--- config.mk ---
export PLATFORM = sky130hd
export DESIGN_NAME = thermal_throttle_ctrl
export DESIGN_NICKNAME = d
export VERILOG_FILES = /design/src/rtl/tt_pkg.sv /design/src/rtl/tt_sync.sv /design/src/rtl/tt_cfg_regs.sv /design/src/rtl/tt_wait_timer.sv /design/src/rtl/thermal_throttle_ctrl.sv
export SDC_FILE = /design/constraint.sdc
export NUM_CORES = 1
export LEC_CHECK = 0
export BUFFER_PORTS_ARGS = -buffer_cell sky130_fd_sc_hd__buf_2
export CAP_MARGIN = 20
export CORE_UTILIZATION = 60
export DETAILED_ROUTE_END_ITERATION = 8
export GPL_ROUTABILITY_DRIVEN = 0
export PLACE_DENSITY_LB_ADDON = 0.05
export SLEW_MARGIN = 20
export SYNTH_ARGS = -nofsm -noshare
export SYNTH_HDL_FRONTEND = slang
export SYNTH_SLANG_ARGS = --single-unit
export TNS_END_PERCENT = 20
--- constraint.sdc ---
create_clock -name clk -period 3.25 [get_ports clk]
set_clock_uncertainty 0.15 [all_clocks]
set_input_delay 0.325 -clock clk [delete_from_list [all_inputs] [get_ports clk]]
set_output_delay 0.325 -clock clk [all_outputs]
set_load 0.02 [all_outputs]
--- src/rtl/tt_pkg.sv ---
package tt_pkg;

  typedef enum logic [1:0] {
    ST_IDLE = 2'd0,
    ST_DOWN = 2'd1,
    ST_HOLD = 2'd2,
    ST_UP   = 2'd3
  } tt_state_e;

  localparam logic [1:0] A_CTRL = 2'd0;
  localparam logic [1:0] A_LOW  = 2'd1;
  localparam logic [1:0] A_WAIT = 2'd2;
  localparam logic [1:0] A_CLR  = 2'd3;

  // sticky bits: clear first, then set wins
  function automatic logic [1:0] sticky_next(input logic [1:0] cur,
                                             input logic [1:0] set,
                                             input logic [1:0] clr);
    return (cur & ~clr) | set;
  endfunction

  // irq from status and the mask pair {up,down}
  function automatic logic masked_irq(input logic [1:0] sts,
                                      input logic [1:0] msk);
    return |(sts & msk);
  endfunction

endpackage

--- src/rtl/tt_sync.sv ---
module tt_sync #(
  parameter int STAGES = 2
) (
  input  logic clk,
  input  logic rst_n,
  input  logic d_async,
  output logic q_sync
);
  logic [STAGES-1:0] chain;

  always_ff @(posedge clk or negedge rst_n) begin
    if (!rst_n) chain <= '0;
    else        chain <= {chain[STAGES-2:0], d_async};
  end

  assign q_sync = chain[STAGES-1];
endmodule

--- src/rtl/tt_cfg_regs.sv ---
module tt_cfg_regs
  import tt_pkg::*;
#(
  parameter int OP_W  = 4,
  parameter int CNT_W = 12,
  parameter int DW    = 16
) (
  input  logic             clk,
  input  logic             rst_n,
  input  logic             we,
  input  logic [1:0]       addr,
  input  logic [DW-1:0]    wdata,
  input  logic             set_dn,
  input  logic             set_up,
  output logic             en,
  output logic [1:0]       mask,
  output logic [OP_W-1:0]  low_pt,
  output logic [CNT_W-1:0] wait_len,
  output logic [1:0]       status,
  output logic [1:0]       clr_vec
);
  assign clr_vec = (we && addr == A_CLR) ? wdata[1:0] : 2'b00;

  always_ff @(posedge clk or negedge rst_n) begin
    if (!rst_n) begin
      en       <= 1'b0;
      mask     <= 2'b00;
      low_pt   <= '0;
      wait_len <= '0;
      status   <= 2'b00;
    end else begin
      if (we) begin
        case (addr)
          A_CTRL: begin
            en   <= wdata[0];
            mask <= wdata[2:1];
          end
          A_LOW:  low_pt   <= wdata[OP_W-1:0];
          A_WAIT: wait_len <= wdata[CNT_W-1:0];
          default: ;
        endcase
      end
      status <= sticky_next(status, {set_up, set_dn}, clr_vec);
    end
  end
endmodule

--- src/rtl/tt_wait_timer.sv ---
module tt_wait_timer #(
  parameter int CNT_W = 12
) (
  input  logic             clk,
  input  logic             rst_n,
  input  logic             load,
  input  logic [CNT_W-1:0] load_val,
  input  logic             run,
  output logic             expired
);
  logic [CNT_W-1:0] cnt;

  always_ff @(posedge clk or negedge rst_n) begin
    if (!rst_n)                cnt <= '0;
    else if (load)             cnt <= load_val;
    else if (run && cnt != 0)  cnt <= cnt - 1'b1;
  end

  assign expired = (cnt == '0);
endmodule

--- src/rtl/thermal_throttle_ctrl.sv ---
module thermal_throttle_ctrl
  import tt_pkg::*;
#(
  parameter int OP_W  = 4,
  parameter int CNT_W = 12,
  parameter int DW    = 16
) (
  input  logic            clk,
  input  logic            rst_n,
  input  logic            ot_async,
  input  logic            cfg_we,
  input  logic [1:0]      cfg_addr,
  input  logic [DW-1:0]   cfg_wdata,
  input  logic [OP_W-1:0] cur_point,
  input  logic            seq_busy,
  input  logic            seq_done,
  output logic            seq_req,
  output logic [OP_W-1:0] seq_target,
  output logic            irq,
  output logic [1:0]      irq_status
);
  tt_state_e        st;
  logic             hot_s;
  logic             ctl_en;
  logic [1:0]       ctl_mask;
  logic [OP_W-1:0]  low_pt;
  logic [CNT_W-1:0] wait_len;
  logic [1:0]       w1c_vec;
  logic [OP_W-1:0]  saved_pt;
  logic             expired;

  // named events for the checker
  logic trip_evt, up_evt, rehot_evt, dn_done, up_done, in_throttle;

  tt_sync #(.STAGES(2)) u_sync (
    .clk(clk), .rst_n(rst_n), .d_async(ot_async), .q_sync(hot_s)
  );

  tt_cfg_regs #(.OP_W(OP_W), .CNT_W(CNT_W), .DW(DW)) u_regs (
    .clk(clk), .rst_n(rst_n), .we(cfg_we), .addr(cfg_addr), .wdata(cfg_wdata),
    .set_dn(dn_done), .set_up(up_done),
    .en(ctl_en), .mask(ctl_mask), .low_pt(low_pt), .wait_len(wait_len),
    .status(irq_status), .clr_vec(w1c_vec)
  );

  tt_wait_timer #(.CNT_W(CNT_W)) u_timer (
    .clk(clk), .rst_n(rst_n), .load(dn_done | rehot_evt), .load_val(wait_len),
    .run(st == ST_HOLD), .expired(expired)
  );

  always_comb begin
    trip_evt    = (st == ST_IDLE) && ctl_en && hot_s && !seq_busy;
    rehot_evt   = (st == ST_HOLD) && expired && hot_s;
    up_evt      = (st == ST_HOLD) && expired && !hot_s && ctl_en && !seq_busy;
    dn_done     = (st == ST_DOWN) && seq_done;
    up_done     = (st == ST_UP) && seq_done;
    in_throttle = (st != ST_IDLE);
  end

  always_ff @(posedge clk or negedge rst_n) begin
    if (!rst_n) begin
      st         <= ST_IDLE;
      seq_req    <= 1'b0;
      seq_target <= '0;
      saved_pt   <= '0;
    end else begin
      seq_req <= trip_evt | up_evt;
      if (trip_evt) begin
        saved_pt   <= cur_point;
        seq_target <= low_pt;
      end else if (up_evt) begin
        seq_target <= saved_pt;
      end
      case (st)
        ST_IDLE: if (trip_evt) st <= ST_DOWN;
        ST_DOWN: if (seq_done) st <= ST_HOLD;
        ST_HOLD: if (up_evt)   st <= ST_UP;
        ST_UP:   if (seq_done) st <= ST_IDLE;
        default: st <= ST_IDLE;
      endcase
    end
  end

  assign irq = masked_irq(irq_status, ctl_mask);
endmodule


### Yosys cells after proc, flatten, opt, wreduce, memory -nomap -nowiden

Cells that the tools add are included.

| storage, ports and cells | value |
|---|---|
| output and inout port bits | 8 |
| logic and storage cells | 63 |
| flip-flop bits (word level) | 46 |

| operators by class | value |
|---|---|
| bitwise operators | 6 |
| add/subtract/negate cells | 1 |
| equality and inequality tests | 10 |
| mux-type cells | 10 |
| reduce and logical (&&, ||, !) cells | 25 |

Operator list:

| operator | number |
|---|---|
| 12-bit 2-to-1 mux | 2 |
| 1-bit logical AND | 12 |
| 12-bit zero test | 1 |
| 12-bit nonzero test | 1 |
| 12-bit by 1-bit subtractor with 12-bit output (second input constant) | 1 |
| 2-bit 2-to-1 mux | 5 |
| 2-bit equality test (second input constant) | 4 |
| 4-bit 2-to-1 mux | 2 |
| 2-bit != test (second input constant) | 4 |
| 2-bit case mux with 4 select lines | 1 |
| 2-bit AND reduction | 3 |
| 2-bit AND | 2 |
| 2-bit by 1-bit equality test with 1-bit output (second input constant) | 2 |
| 2-bit zero test | 2 |
| 4-bit AND reduction | 1 |
| 2-bit nonzero test | 2 |
| 1-bit zero test | 2 |
| 2-bit NOT | 1 |
| 1-bit OR | 2 |
| 2-bit OR | 1 |
| 2-bit OR reduction | 1 |

### Logic depth before layout (Yosys ltp)

| logic depth | value |
|---|---|
| depth in word-level cells | 7 |
| depth in mapped cells | 9 |

### Hierarchy

A second synthesis with hierarchy kept.

| second synthesis, totals | value |
|---|---|
| cells, all modules | 197 |
| area total of the unflattened synthesis | 2343.5 sq um |

By module, submodules not included:

| module | cells each | instances | area an instance (sq um) |
|---|---|---|---|
| tt_cfg_regs | 50 | 1 | 868.3 |
| tt_wait_timer | 89 | 1 | 798.3 |
| thermal_throttle_ctrl | 56 | 1 | 626.9 |
| tt_sync | 2 | 1 | 50.0 |

### Worst setup path after synthesis

Ideal clock, no wire load.

| timing | value |
|---|---|
| kind | register to register |
| from | register u_timer.cnt[0] |
| to | register st[1] |
| slack | 1089 ps |
| library setup time | 128 ps |
| stages on the path, launching flop included | 9 |
| period minus slack after synthesis | 2161 ps |
| data arrival time | 1883 ps |
| buffers on the path | 1 |
| required time | 2972 ps |
| cell sequence | dfrtp_1 > inv_1 > ha_1 > nor4b_2 > and4b_1 > buf_4 > nand3b_4 > a221oi_4 > mux2_1 |

| between the ends | value |
|---|---|
| cells in the longest elaborated chain, start to end | 7 |

RTL lines:

| element | line | text |
|---|---|---|
| start: declaration | tt_wait_timer.sv:11 | `logic [CNT_W-1:0] cnt;` |
| start signal: assignment | tt_wait_timer.sv:15 | `else if (load) cnt <= load_val;` |
| start signal: assignment | tt_wait_timer.sv:16 | `else if (run && cnt != 0) cnt <= cnt - 1'b1;` |
| 12-bit zero test | tt_wait_timer.sv:19 | `assign expired = (cnt == '0);` |
| 1-bit logical AND (4 in a row) | thermal_throttle_ctrl.sv:54 | `up_evt = (st == ST_HOLD) && expired && !hot_s && ctl_en && !seq_busy;` |
| 2-bit != test (no source line) | n/a |  |
| 4-bit AND reduction (no source line) | n/a |  |
| end signal: assignment | thermal_throttle_ctrl.sv:62 | `st <= ST_IDLE;` |
| end signal: assignment | thermal_throttle_ctrl.sv:75 | `ST_IDLE: if (trip_evt) st <= ST_DOWN;` |
| end signal: assignment | thermal_throttle_ctrl.sv:76 | `ST_DOWN: if (seq_done) st <= ST_HOLD;` |
| end: declaration | thermal_throttle_ctrl.sv:22 | `tt_state_e st;` |

No other way between the ends.
A chain may end at the register's enable or synchronous reset.

### Worst setup path in the final report

Ends and elaborated chain as after synthesis.

==> summary.md <==
| Metric | Value |
|---|---|
| Outcome | finished, final reports clean |
| Width of the die | 63.1 um |
| Final Hold Fails | 0 |
| Capture point of the worst path | st[1] |
| DP Worst Slack | 0.786 ns |
| Cell type group with the largest total delay on the critical path | simple AND/OR/NAND/NOR gates |
| Depth of the worst register-to-register path | 7 |
| Post-layout minimum cycle time | 2.51 ns |
| Setup TNS Final | 0 ns |
| Relative slew slack | 47.0% |
| Vias in the first global route | 1632 |
| Port buffer count | 31 |
| Area added between synthesis and finish | 13.1% |
| Sequential-to-total area share from yosys stat | 51.4% |
| Maximum number of pins on one net before global-route repair | 47 |
| Crit path arrival time | 2.54 ns |
| Number of synthesized flops with an enable pin | 0 |
| Clock Latency Late Sink | 0.30 ns |
| Total global routing overflow | 0 |
| Clk pin slew, worst setup/hold paths | 0.09 ns |
| Number of warnings reported in the yosys synthesis log | 0 |
| Number of CTS-inserted buffers | 5 |
| Die area | 3980 um^2 |
| Post-route ant nets | 0 |
| Antenna violations before repair | 0 |
| Worst reg-to-reg setup slack | 0.74 ns |
| TritonCTS clock tree | built |
| Hpwl dp | 3270 um |
| Deepest clock path buffer count | 2 |
| PwrDens | 832 nW/um^2 |
| Post-CTS Setup Inserts | 0 |
| Critical path required time | 3.29 ns |
| # DRC | 0 |
| Max-cap viol count | 0 |
| Top Layer Used | met4 |
| Startpoint of the worst setup timing path | u_timer.cnt[0] |
| First-pass GRT wire length | 7580 um |
| Buf/Inv on CP | 1 |
| Detailed-route wire length | 4480 um |
| CP max stage cell | sky130_fd_sc_hd__and4b_1 |
| Hold crit path type | primary input to flop |
| Crit. path cell count | 7 |
| Number of buffers added to fix hold violations after cts | 1 |
| Actual transition at the worst max-transition pin | 0.794 ns |
| Fraction of the core area covered by cells at the end of the flow | 73.1% |
| Netlist area before placement | 2240 um^2 |
| Overall routing resource usage | 24.9% |
| Routed WL per cell | 16.7 um |
| Largest fanout of any net on the critical path | 8 |
| DRT iter0 DRCs | 211 |
| Initial standard-cell utilization of the core | 64.6% |
| Total met3 wirelength after detailed routing | 314 um |
| Main synth FF type | sky130_fd_sc_hd__dfrtp_1 |
| Worst Slack Setup Final | 0.744 ns |
| F_max | 399 MHz |
| Rows | 21 |
| Via count | 1660 |
| Post-route clock period utilization | 77.1% |
| IR Drop Worst-Case VDD | 493 uV |
| CTS Root Cell | sky130_fd_sc_hd__clkbuf_8 |
| Placeable core region | 3470 um^2 |
| Number of instances in the synthesized netlist | 188 |
| CTS-repair resized insts | 0 |
| Number of setup violations in the final report | 0 |
| Critical path's largest stage delay | 0.50 ns |
| Count of nets after finishing | 257 |
| Chain of cells forming the critical path | inv_1 > ha_1 > nor4b_2 > and4b_1 > nand3b_4 > a221oi_4 > mux2_1 |
| Startpoint type of the worst setup path | flop |
| Number of top-level pins | 36 |
| Vias/cell | 6.19 |
| Type of the setup path with the least slack | flop to flop |
| Total routed wire length on the met1 layer | 1890 um |
| Leakage dissipation | 1.21 nW |
| Avg Synthesized Cell Area | 11.9 um^2 |
| Synth Net Count | 222 |
| Filler Cells Inserted | 268 |
| Area of all sequential standard cells | 1150 um^2 |
| Launching point of the worst reg2reg path | u_timer.cnt[0] |
| Clock Sinks | 46 |
| Number of detailed-route iterations in the first pass | 5 |
| RSZ-0062 raised after global routing | false |
| Most frequent cells in the layout | sky130_fd_sc_hd__dfrtp_1, sky130_fd_sc_hd__buf_2, sky130_fd_sc_hd__mux2_2, sky130_fd_sc_hd__a21oi_1, sky130_fd_sc_hd__nand2_1 |
| Fraction of final layout cells with drive strength greater than 1 | 30.2% |
| Area of the multi-input gates | 1040 um^2 |
| Share of async-settable or async-resettable flops after synthesis | 100% |
| Leading cell type in the layout, fill and taps excluded | sky130_fd_sc_hd__dfrtp_1 |
| H-tree level count | 2 |
| Final antenna diode count | 0 |
| Critical path endpoint category | flop |
| Max-slew violations | 0 |
| Die Y | 63.1 um |
| FF-to-FF End | st[1] |
| Count of different cell masters after synthesis | 45 |
| Synth Register Bits | 46 |
| Routed wire length on met2 | 2250 um |
-- power breakdown --
part           internal [mW]  switching, mW
Sequential             0.762          0.167
Combinational          0.371          0.473
Clock                  0.164          0.173
-- per-layer routing --
metal  vias to the layer above  GRT usage [%]
met3                         4           5.62
met2                        76           39.8
li1                        772              -
met4                         0           7.56
met1                       808           33.9
met5                         -              0
-- logic make-up (layout without fill, tap and decap cells) --
kind of cell	Yosys count	after routing	synth area share, %
flip-flops	46	46	51.4
buffers and inverters	13	47	2.40
adder cells (fa/ha/maj)	6	6	3.35
multiplexers	30	30	14.7
AND/OR/NAND/NOR	53	53	15.1
AO/OA/AOI/OAI	40	40	13.1
-- state kept, by name, summed over array words and instances (netlist names) --
register	cells
seq_req	1
u_regs.wait_len	12
seq_target	4
u_regs.status	2
u_regs.mask	2
u_sync.chain	2
st	2
saved_pt	4
u_timer.cnt	12
u_regs.low_pt	4
u_regs.en	1
-- how the worst min path moves through the flow --
stage,start,to,slack [ns],cells after the start
floorplan,rst_n,saved_pt[0],-0.12,0
global placement,u_sync.chain[0],u_sync.chain[1],0.19,0
detailed placement,u_sync.chain[0],u_sync.chain[1],0.20,0
CTS,rst_n,st[1],0.07,1
global route,cur_point[0],saved_pt[0],0.11,2
finish,cfg_wdata[11],u_regs.wait_len[11],0.10,2
-- worst register-to-register path, cell delays in order, from the launching register on --
cell and delay [ns]:
sky130_fd_sc_hd__dfrtp_1 0.41, sky130_fd_sc_hd__inv_1 0.12, sky130_fd_sc_hd__ha_1 0.17, sky130_fd_sc_hd__nor4b_2 0.31, sky130_fd_sc_hd__and4b_1 0.50, sky130_fd_sc_hd__nand3b_4 0.12
sky130_fd_sc_hd__a221oi_4 0.25, sky130_fd_sc_hd__mux2_1 0.35
-- cells in the mapped netlist, types with 3 or more instances --
cell                       number  area share, %
sky130_fd_sc_hd__mux2i_1        6            2.7
sky130_fd_sc_hd__o21ai_0        6            1.3
sky130_fd_sc_hd__nand2_1       11            1.8
sky130_fd_sc_hd__a21oi_1       14            3.1
sky130_fd_sc_hd__nand3_1        4           0.89
sky130_fd_sc_hd__inv_1          8            1.3
sky130_fd_sc_hd__nand4b_1       3            1.2
sky130_fd_sc_hd__nor3_1         3           0.67
sky130_fd_sc_hd__dfrtp_1       46             51
sky130_fd_sc_hd__nand4_1        3           0.84
sky130_fd_sc_hd__a22o_1         3            1.2
sky130_fd_sc_hd__mux2_2        23             12
sky130_fd_sc_hd__a221o_1        4            1.8
sky130_fd_sc_hd__ha_1           6            3.3
sky130_fd_sc_hd__nor2_1        10            1.7
-- layout make-up --
cell class / instances / area share [%]
repair buffers: 33 / 7.01
flip-flops and latches: 46 / 45.4
clock buffers: 6 / 3.26
inverters: 8 / 1.18
well taps: 46 / 2.27
multi-input cells: 129 / 40.9
-- per-stage QoR --
step	instance area (um^2)	instances	total power [mW]	hold slack, ns
4_1_cts	2520	267	2.10	0.0738
3_3_place_gp	2430	260	1.71	0.193
6_report	2530	268	2.11	0.104
5_1_grt	2530	268	2.24	0.111
3_5_place_dp	2430	260	1.76	0.196
2_1_floorplan	2240	188	1.52	-0.121
Note: power is estimated with default switching activity, not from simulation.
